[config.mk]
export PLATFORM = sky130hd
export DESIGN_NAME = pix_bus_packer
export DESIGN_NICKNAME = d
export VERILOG_FILES = /design/src/rtl/pix_pack_pkg.sv /design/src/rtl/pix_fmt_sel.sv /design/src/rtl/pix_word_slicer.sv /design/src/rtl/pix_bus_packer.sv
export SDC_FILE = /design/constraint.sdc
export NUM_CORES = 1
export LEC_CHECK = 0
export ABC_CLOCK_PERIOD_IN_PS = 5650
export BUFFER_PORTS_ARGS = -buffer_cell sky130_fd_sc_hd__buf_2
export CORE_AREA = 5 5 211 213
export DETAILED_ROUTE_END_ITERATION = 10
export DIE_AREA = 0 0 216 218
export MAX_ROUTING_LAYER = met4
export SLEW_MARGIN = 10
export SYNTH_ARGS = -nofsm -noshare
export SYNTH_HDL_FRONTEND = slang
export SYNTH_HIERARCHICAL = 1
export SYNTH_SLANG_ARGS = --single-unit
[constraint.sdc]
create_clock -name clk -period 5.65 [get_ports clk]
set_clock_uncertainty 0.15 [all_clocks]
set_input_delay 0.8475 -clock clk [delete_from_list [all_inputs] [get_ports clk]]
set_output_delay 0.8475 -clock clk [all_outputs]
set_load 0.01 [all_outputs]
[src/rtl/pix_pack_pkg.sv]
`timescale 1ns/1ps
package pix_pack_pkg;
  typedef enum logic [1:0] {
    FMT_1_1 = 2'd0,
    FMT_2_1 = 2'd1,
    FMT_3_1 = 2'd2,
    FMT_3_2 = 2'd3
  } cyc_fmt_e;

  function automatic int bpp_of(input logic [1:0] code);
    case (code)
      2'd0:    return 12;
      2'd1:    return 16;
      2'd2:    return 18;
      default: return 24;
    endcase
  endfunction

  function automatic int bus_of(input logic [1:0] code);
    case (code)
      2'd0:    return 8;
      2'd1:    return 9;
      2'd2:    return 12;
      default: return 16;
    endcase
  endfunction
endpackage

[src/rtl/pix_fmt_sel.sv]
`timescale 1ns/1ps
module pix_fmt_sel
  import pix_pack_pkg::*;
#(
  parameter int SZ_W = 5
) (
  input  logic [1:0]      dtype,
  input  logic [1:0]      bus,
  output cyc_fmt_e        fmt,
  output logic [1:0]      n_xfer,
  output logic            ok,
  output logic [SZ_W-1:0] bpp,
  output logic [SZ_W-1:0] wid
);
  always_comb begin
    int b;
    int w;
    b      = bpp_of(dtype);
    w      = bus_of(bus);
    bpp    = SZ_W'(b);
    wid    = SZ_W'(w);
    ok     = 1'b1;
    fmt    = FMT_1_1;
    n_xfer = 2'd1;
    if (b == w) begin
      fmt    = FMT_1_1;
      n_xfer = 2'd1;
    end else if (b == 2 * w) begin
      fmt    = FMT_2_1;
      n_xfer = 2'd2;
    end else if (b == 3 * w) begin
      fmt    = FMT_3_1;
      n_xfer = 2'd3;
    end else if (2 * b == 3 * w) begin
      fmt    = FMT_3_2;
      n_xfer = 2'd3;
    end else begin
      ok = 1'b0;
    end
  end
endmodule

[src/rtl/pix_word_slicer.sv]
`timescale 1ns/1ps
module pix_word_slicer
  import pix_pack_pkg::*;
#(
  parameter int PIX_W = 24,
  parameter int BUS_W = 16,
  parameter int SZ_W  = 5
) (
  input  cyc_fmt_e         fmt,
  input  logic [SZ_W-1:0]  bpp,
  input  logic [SZ_W-1:0]  wid,
  input  logic [1:0]       slot,
  input  logic [PIX_W-1:0] p0,
  input  logic [PIX_W-1:0] p1,
  output logic [BUS_W-1:0] word
);
  always_comb begin
    logic [PIX_W-1:0] mask_w;
    logic [PIX_W-1:0] mask_h;
    logic [PIX_W-1:0] acc;
    int half;
    int sh;
    half   = int'(wid) / 2;
    mask_w = PIX_W'((64'd1 << wid) - 64'd1);
    mask_h = PIX_W'((64'd1 << half) - 64'd1);
    sh     = int'(bpp) - (int'(slot) + 1) * int'(wid);
    acc    = '0;
    if (fmt == FMT_3_2) begin
      case (slot)
        2'd0:    acc = p0 >> half;
        2'd1:    acc = ((p0 & mask_h) << half) | (p1 >> wid);
        default: acc = p1 & mask_w;
      endcase
    end else if (sh >= 0) begin
      acc = (p0 >> sh) & mask_w;
    end
    word = acc[BUS_W-1:0];
  end
endmodule

[src/rtl/pix_bus_packer.sv]
`timescale 1ns/1ps
module pix_bus_packer
  import pix_pack_pkg::*;
#(
  parameter int PIX_W = 24,
  parameter int BUS_W = 16,
  parameter int CNT_W = 16
) (
  input  logic             clk,
  input  logic             rst,
  input  logic [1:0]       cfg_dtype,
  input  logic [1:0]       cfg_bus,
  input  logic             start,
  input  logic [CNT_W-1:0] pix_total,
  input  logic             pix_valid,
  output logic             pix_ready,
  input  logic [PIX_W-1:0] pix_data,
  output logic             bus_valid,
  input  logic             bus_ready,
  output logic [BUS_W-1:0] bus_word,
  output logic             bus_is_data,
  output logic             busy,
  output logic             frame_done
);
  localparam int SZ_W = $clog2(PIX_W + 1);

  cyc_fmt_e        sel_fmt, fmt_q;
  logic [1:0]      sel_n, grp_n, slot;
  logic            sel_ok;
  logic [SZ_W-1:0] sel_bpp, sel_wid, bpp_q, wid_q;
  logic [CNT_W-1:0] left;
  logic            grp_full, held, bus_last;
  logic [PIX_W-1:0] p0, p1, pix_m;
  logic [BUS_W-1:0] slice_word;

  pix_fmt_sel #(.SZ_W(SZ_W)) fmt_i (
    .dtype(cfg_dtype), .bus(cfg_bus), .fmt(sel_fmt), .n_xfer(sel_n),
    .ok(sel_ok), .bpp(sel_bpp), .wid(sel_wid)
  );

  pix_word_slicer #(.PIX_W(PIX_W), .BUS_W(BUS_W), .SZ_W(SZ_W)) slc_i (
    .fmt(fmt_q), .bpp(bpp_q), .wid(wid_q), .slot(slot),
    .p0(p0), .p1(p1), .word(slice_word)
  );

  assign pix_ready = busy && !grp_full && (left != '0);
  assign pix_m     = pix_data & PIX_W'((64'd1 << bpp_q) - 64'd1);

  logic take_pix, emit, last_slot, word_gone;
  assign take_pix  = pix_valid && pix_ready;
  assign emit      = grp_full && (!bus_valid || bus_ready);
  assign last_slot = (slot == grp_n - 2'd1);
  assign word_gone = bus_valid && bus_ready;

  always_ff @(posedge clk) begin
    if (rst) begin
      busy <= 1'b0; frame_done <= 1'b0; left <= '0;
      fmt_q <= FMT_1_1; bpp_q <= '0; wid_q <= '0; grp_n <= 2'd1;
      grp_full <= 1'b0; held <= 1'b0; slot <= 2'd0;
      p0 <= '0; p1 <= '0;
      bus_valid <= 1'b0; bus_word <= '0; bus_last <= 1'b0; bus_is_data <= 1'b0;
    end else begin
      frame_done <= 1'b0;
      if (!busy) begin
        if (start && sel_ok && (pix_total != '0)) begin
          busy     <= 1'b1;
          left     <= pix_total;
          fmt_q    <= sel_fmt;
          bpp_q    <= sel_bpp;
          wid_q    <= sel_wid;
          grp_full <= 1'b0;
          held     <= 1'b0;
          slot     <= 2'd0;
        end
      end else begin
        if (take_pix) begin
          left <= left - 1'b1;
          if (fmt_q == FMT_3_2) begin
            if (held) begin
              p1 <= pix_m; grp_full <= 1'b1; grp_n <= 2'd3; held <= 1'b0;
            end else if (left > 1) begin
              p0 <= pix_m; held <= 1'b1;
            end else begin
              p0 <= pix_m; p1 <= '0; grp_full <= 1'b1; grp_n <= 2'd2;
            end
          end else begin
            p0 <= pix_m;
            grp_full <= 1'b1;
            case (fmt_q)
              FMT_2_1: grp_n <= 2'd2;
              FMT_3_1: grp_n <= 2'd3;
              default: grp_n <= 2'd1;
            endcase
          end
        end
        if (emit) begin
          bus_word    <= slice_word;
          bus_valid   <= 1'b1;
          bus_is_data <= 1'b1;
          bus_last    <= last_slot && (left == '0);
          if (last_slot) begin
            slot     <= 2'd0;
            grp_full <= 1'b0;
          end else begin
            slot <= slot + 2'd1;
          end
        end else if (word_gone) begin
          bus_valid <= 1'b0;
        end
        if (word_gone && bus_last && !emit) begin
          busy       <= 1'b0;
          frame_done <= 1'b1;
          bus_last   <= 1'b0;
        end
      end
    end
  end

  // a stalled word is held
  assert_hold_R9: assert property (@(posedge clk) disable iff (rst)
    bus_valid && !bus_ready |=> bus_valid && $stable(bus_word));
  // completion is a single-cycle pulse with busy already low
  assert_done_pulse_R8: assert property (@(posedge clk) disable iff (rst)
    frame_done |=> !frame_done);
  assert_done_idle_R8: assert property (@(posedge clk) disable iff (rst)
    frame_done |-> !busy && !bus_valid);
  // busy only rises after a start request
  assert_start_R7: assert property (@(posedge clk) disable iff (rst)
    $rose(busy) |-> $past(start));
  // word bits above the bus width stay zero
  assert_word_range_R3: assert property (@(posedge clk) disable iff (rst)
    bus_valid |-> ((32'(bus_word) >> wid_q) == 32'd0));
  // no output while idle
  assert_idle_R6: assert property (@(posedge clk) disable iff (rst)
    !busy |-> !bus_valid);
endmodule

==> metrics.md <==
| Metric | Value |
|---|---|
| Status | `completed` |
| Setup crit end kind | `register` |
| Diodes inserted | `0` |
| Worst Slack Setup Final | `between 500 and 600 ps` |
| GRT Total Usage | `between 10% and 20%` |
| CTS tree | `yes` |
| Max-cap viol count | `0` |
| DR DRC count | `0` |
| CORE AREA | `about 43000 sq um` |
| Leakage power | `about 4.2 nW` |
| H-tree Lvls | `3` |
| PwrDens | `between 200 and 250 nW/um^2` |
| CTS root buf | `clkbuf_16` |
| Final Max Slew Viols | `0` |
| TritonRoute pass-1 iters | `6` |
| PortBufs | `69` |
| RSZ-0062 raised after global routing | `false` |
| Min-delay src | `bus_word[6]$_SDFFE_PP0P_` |
| Vias | `about 11000` |
| First-pass GRT wire length | `slightly above 60000 um` |
| Routed len/inst | `roughly 21 um` |
| Critical path data arrival time | `5200 ps` |
| Reg2reg setup slack | `590 ps` |
| Worst hold stages | `2` |
| Tmin final | `between 5000 and 6000 ps` |
| ANT nets after route | `0` |
| Clock Latency Late Sink | `between 300 and 400 ps` |
| Layout cells sized above 1 | `between 15 and 20%` |
| Clk slew on worst S/H paths | `~80 ps` |
| Clock Path Buffers | `2` |
| I/O pins | `70` |
| Initial core utilization | `~24%` |
| Routed wire length | `around 39000 um` |
| Resized cells post-CTS | `0` |
| Kind of critical path | `register to register` |
| Avg Cell Area, Syn | `~7.8 sq um` |
| Die area | `47100 sq um` |
| Final Setup Violations | `0` |
| Cells after Synth | `1334` |
| Synthesized cell area | `~10000 sq um` |
| Fin Setup TNS | `0 ps` |
| Worst slack, placed | `roughly 640 ps` |
| Final net count | `roughly 1400` |
| Total grt overflow | `0` |
| Die Span Y | `around 220 um` |
| Hold Fails Final Rpt | `0` |
| CP startpoint kind | `register` |
| Initial DRC count | `approximately 1300` |
| Vias in the first global route | `approximately 10000` |
| Vias per cell | `between 5 and 6` |
| Max VDD drop | `approximately 160 uV` |
| Hold_buf cts | `0` |
| Largest net degree at the start of global routing | `90` |
| Area growth from synthesis to layout | `9.43%` |
| Final HPWL DP | `between 20000 and 30000 um` |
| Worst R2R Start | `slot[0]$_SDFFE_PP0P_` |
| GPL Wtd Cong | `roughly 1.0` |
| Hold EP | `bus_word[6]$_SDFFE_PP0P_` |
| TritonCTS Buffers | `9` |
| Fmax | `slightly below 200 MHz` |
| Row count | `76` |
| Hold crit path type | `register to register` |
| Post-CTS Setup Inserts | `0` |
| Die X-Extent | `roughly 220 um` |
| Worst slew pin tran | `between 1000 and 1500 ps` |
| Clk sink count | `about 100` |
| Final Cycle Share | `89.5%` |
| Worst slew margin | `between 20% and 30%` |
| Worst r2r path cells | `17` |
| Synth Warn # | `6` |
| Crit path required time | `just under 6000 ps` |
| Initial antenna violation count | `0` |
| Reg2reg end | `bus_word[3]$_SDFFE_PP0P_` |
| CP max FO | `14` |
stage by stage:
| step | hold slack (ps) | instances | cell area [sq um] | total power (W) | util [%] |
|---|---|---|---|---|---|
| floorplan | 287 | 1335 | 10400 | 0.00154 | - |
| global placement | 297 | 1857 | 11100 | 0.00177 | 26.0 |
| detailed placement | 295 | 1857 | 11100 | 0.00178 | 26.0 |
| CTS | 307 | 1873 | 11400 | 0.00249 | 26.8 |
| global route | 333 | 1873 | 11400 | 0.00263 | 26.8 |
| finish | 303 | 1873 | 11400 | 0.00250 | 26.8 |
how the worst max path moves through the flow:
stage | from | to | slack (ps) | cells after the start
global route | slot[0]$_SDFFE_PP0P_ | bus_word[3]$_SDFFE_PP0P_ | 140 | 17
detailed placement | slot[0]$_SDFFE_PP0P_ | bus_word[3]$_SDFFE_PP0P_ | 640 | 17
global placement | slot[0]$_SDFFE_PP0P_ | bus_word[3]$_SDFFE_PP0P_ | 850 | 17
CTS | slot[0]$_SDFFE_PP0P_ | bus_word[3]$_SDFFE_PP0P_ | 620 | 17
floorplan | wid_q[3]$_SDFFE_PP0P_ | bus_word[3]$_SDFFE_PP0P_ | 860 | 19
finish | slot[0]$_SDFFE_PP0P_ | bus_word[3]$_SDFFE_PP0P_ | 590 | 17
report_power, final:
part | switching, W | leakage (nW) | internal (W)
logic | 0.000651 | 3.23 | 0.000348
clock network | 0.000321 | 0.147 | 0.000393
registers | 0.0000385 | 0.834 | 0.000748
total | 0.00101 | 4.21 | 0.00149
layout by cell type (no fill, tap or decap), types with 30 or more instances in the layout:
| cell type | count |
|---|---|
| inv_1 | 54 |
| nor3_1 | 30 |
| a21oi_1 | 101 |
| nand2_1 | 176 |
| dfxtp_1 | 100 |
| mux2i_1 | 104 |
| mux4_2 | 38 |
| nor2_1 | 94 |
| o21ai_0 | 75 |
| buf_2 | 68 |
| nand3_1 | 44 |
state kept, by name, indices dropped and copies added (netlist names):
| signal | cells |
|---|---|
| bus_last | 1 |
| left | 16 |
| p1 | 24 |
| bpp_q | 5 |
| fmt_q | 2 |
| bus_is_data | 1 |
| slot | 2 |
| grp_full | 1 |
| grp_n | 2 |
| busy | 1 |
| bus_word | 16 |
| bus_valid | 1 |
| frame_done | 1 |
| wid_q | 5 |
| held | 1 |
| p0 | 24 |
layer usage:
| metal | GRT usage (%) | up-vias | routed length, um |
|---|---|---|---|
| li1 | - | 4910 | - |
| met3 | 2.89 | 77 | 3210 |
| met1 | 22.9 | 5159 | 17600 |
| met2 | 25.0 | 529 | 17300 |
| met4 | 4.96 | 0 | 1230 |
| met5 | - | - | 0 |
critical path, cell delays in order (launching register included):
cell and delay (ps):
dfxtp_1 590, inv_1 110, ha_1 360, nand2_1 100
fa_1 540, inv_1 50, fa_1 500, inv_1 40
ha_1 420, and3_1 230, o21ai_1 100, a31o_2 270
a22oi_2 270, nand3_1 380, nor2_2 430, a311o_1 250
nand2_1 60, a21oi_1 140
area by class of cell:
cell class	instances	area, sq um
clock buffer	10	229
clock inverter	6	93.8
fill	4591	31100
inverter	56	210
multi-input combinational	1061	7600
sequential	103	2070
tap	546	683
timing repair buffer	91	513
(Power assumes the default switching activity.)
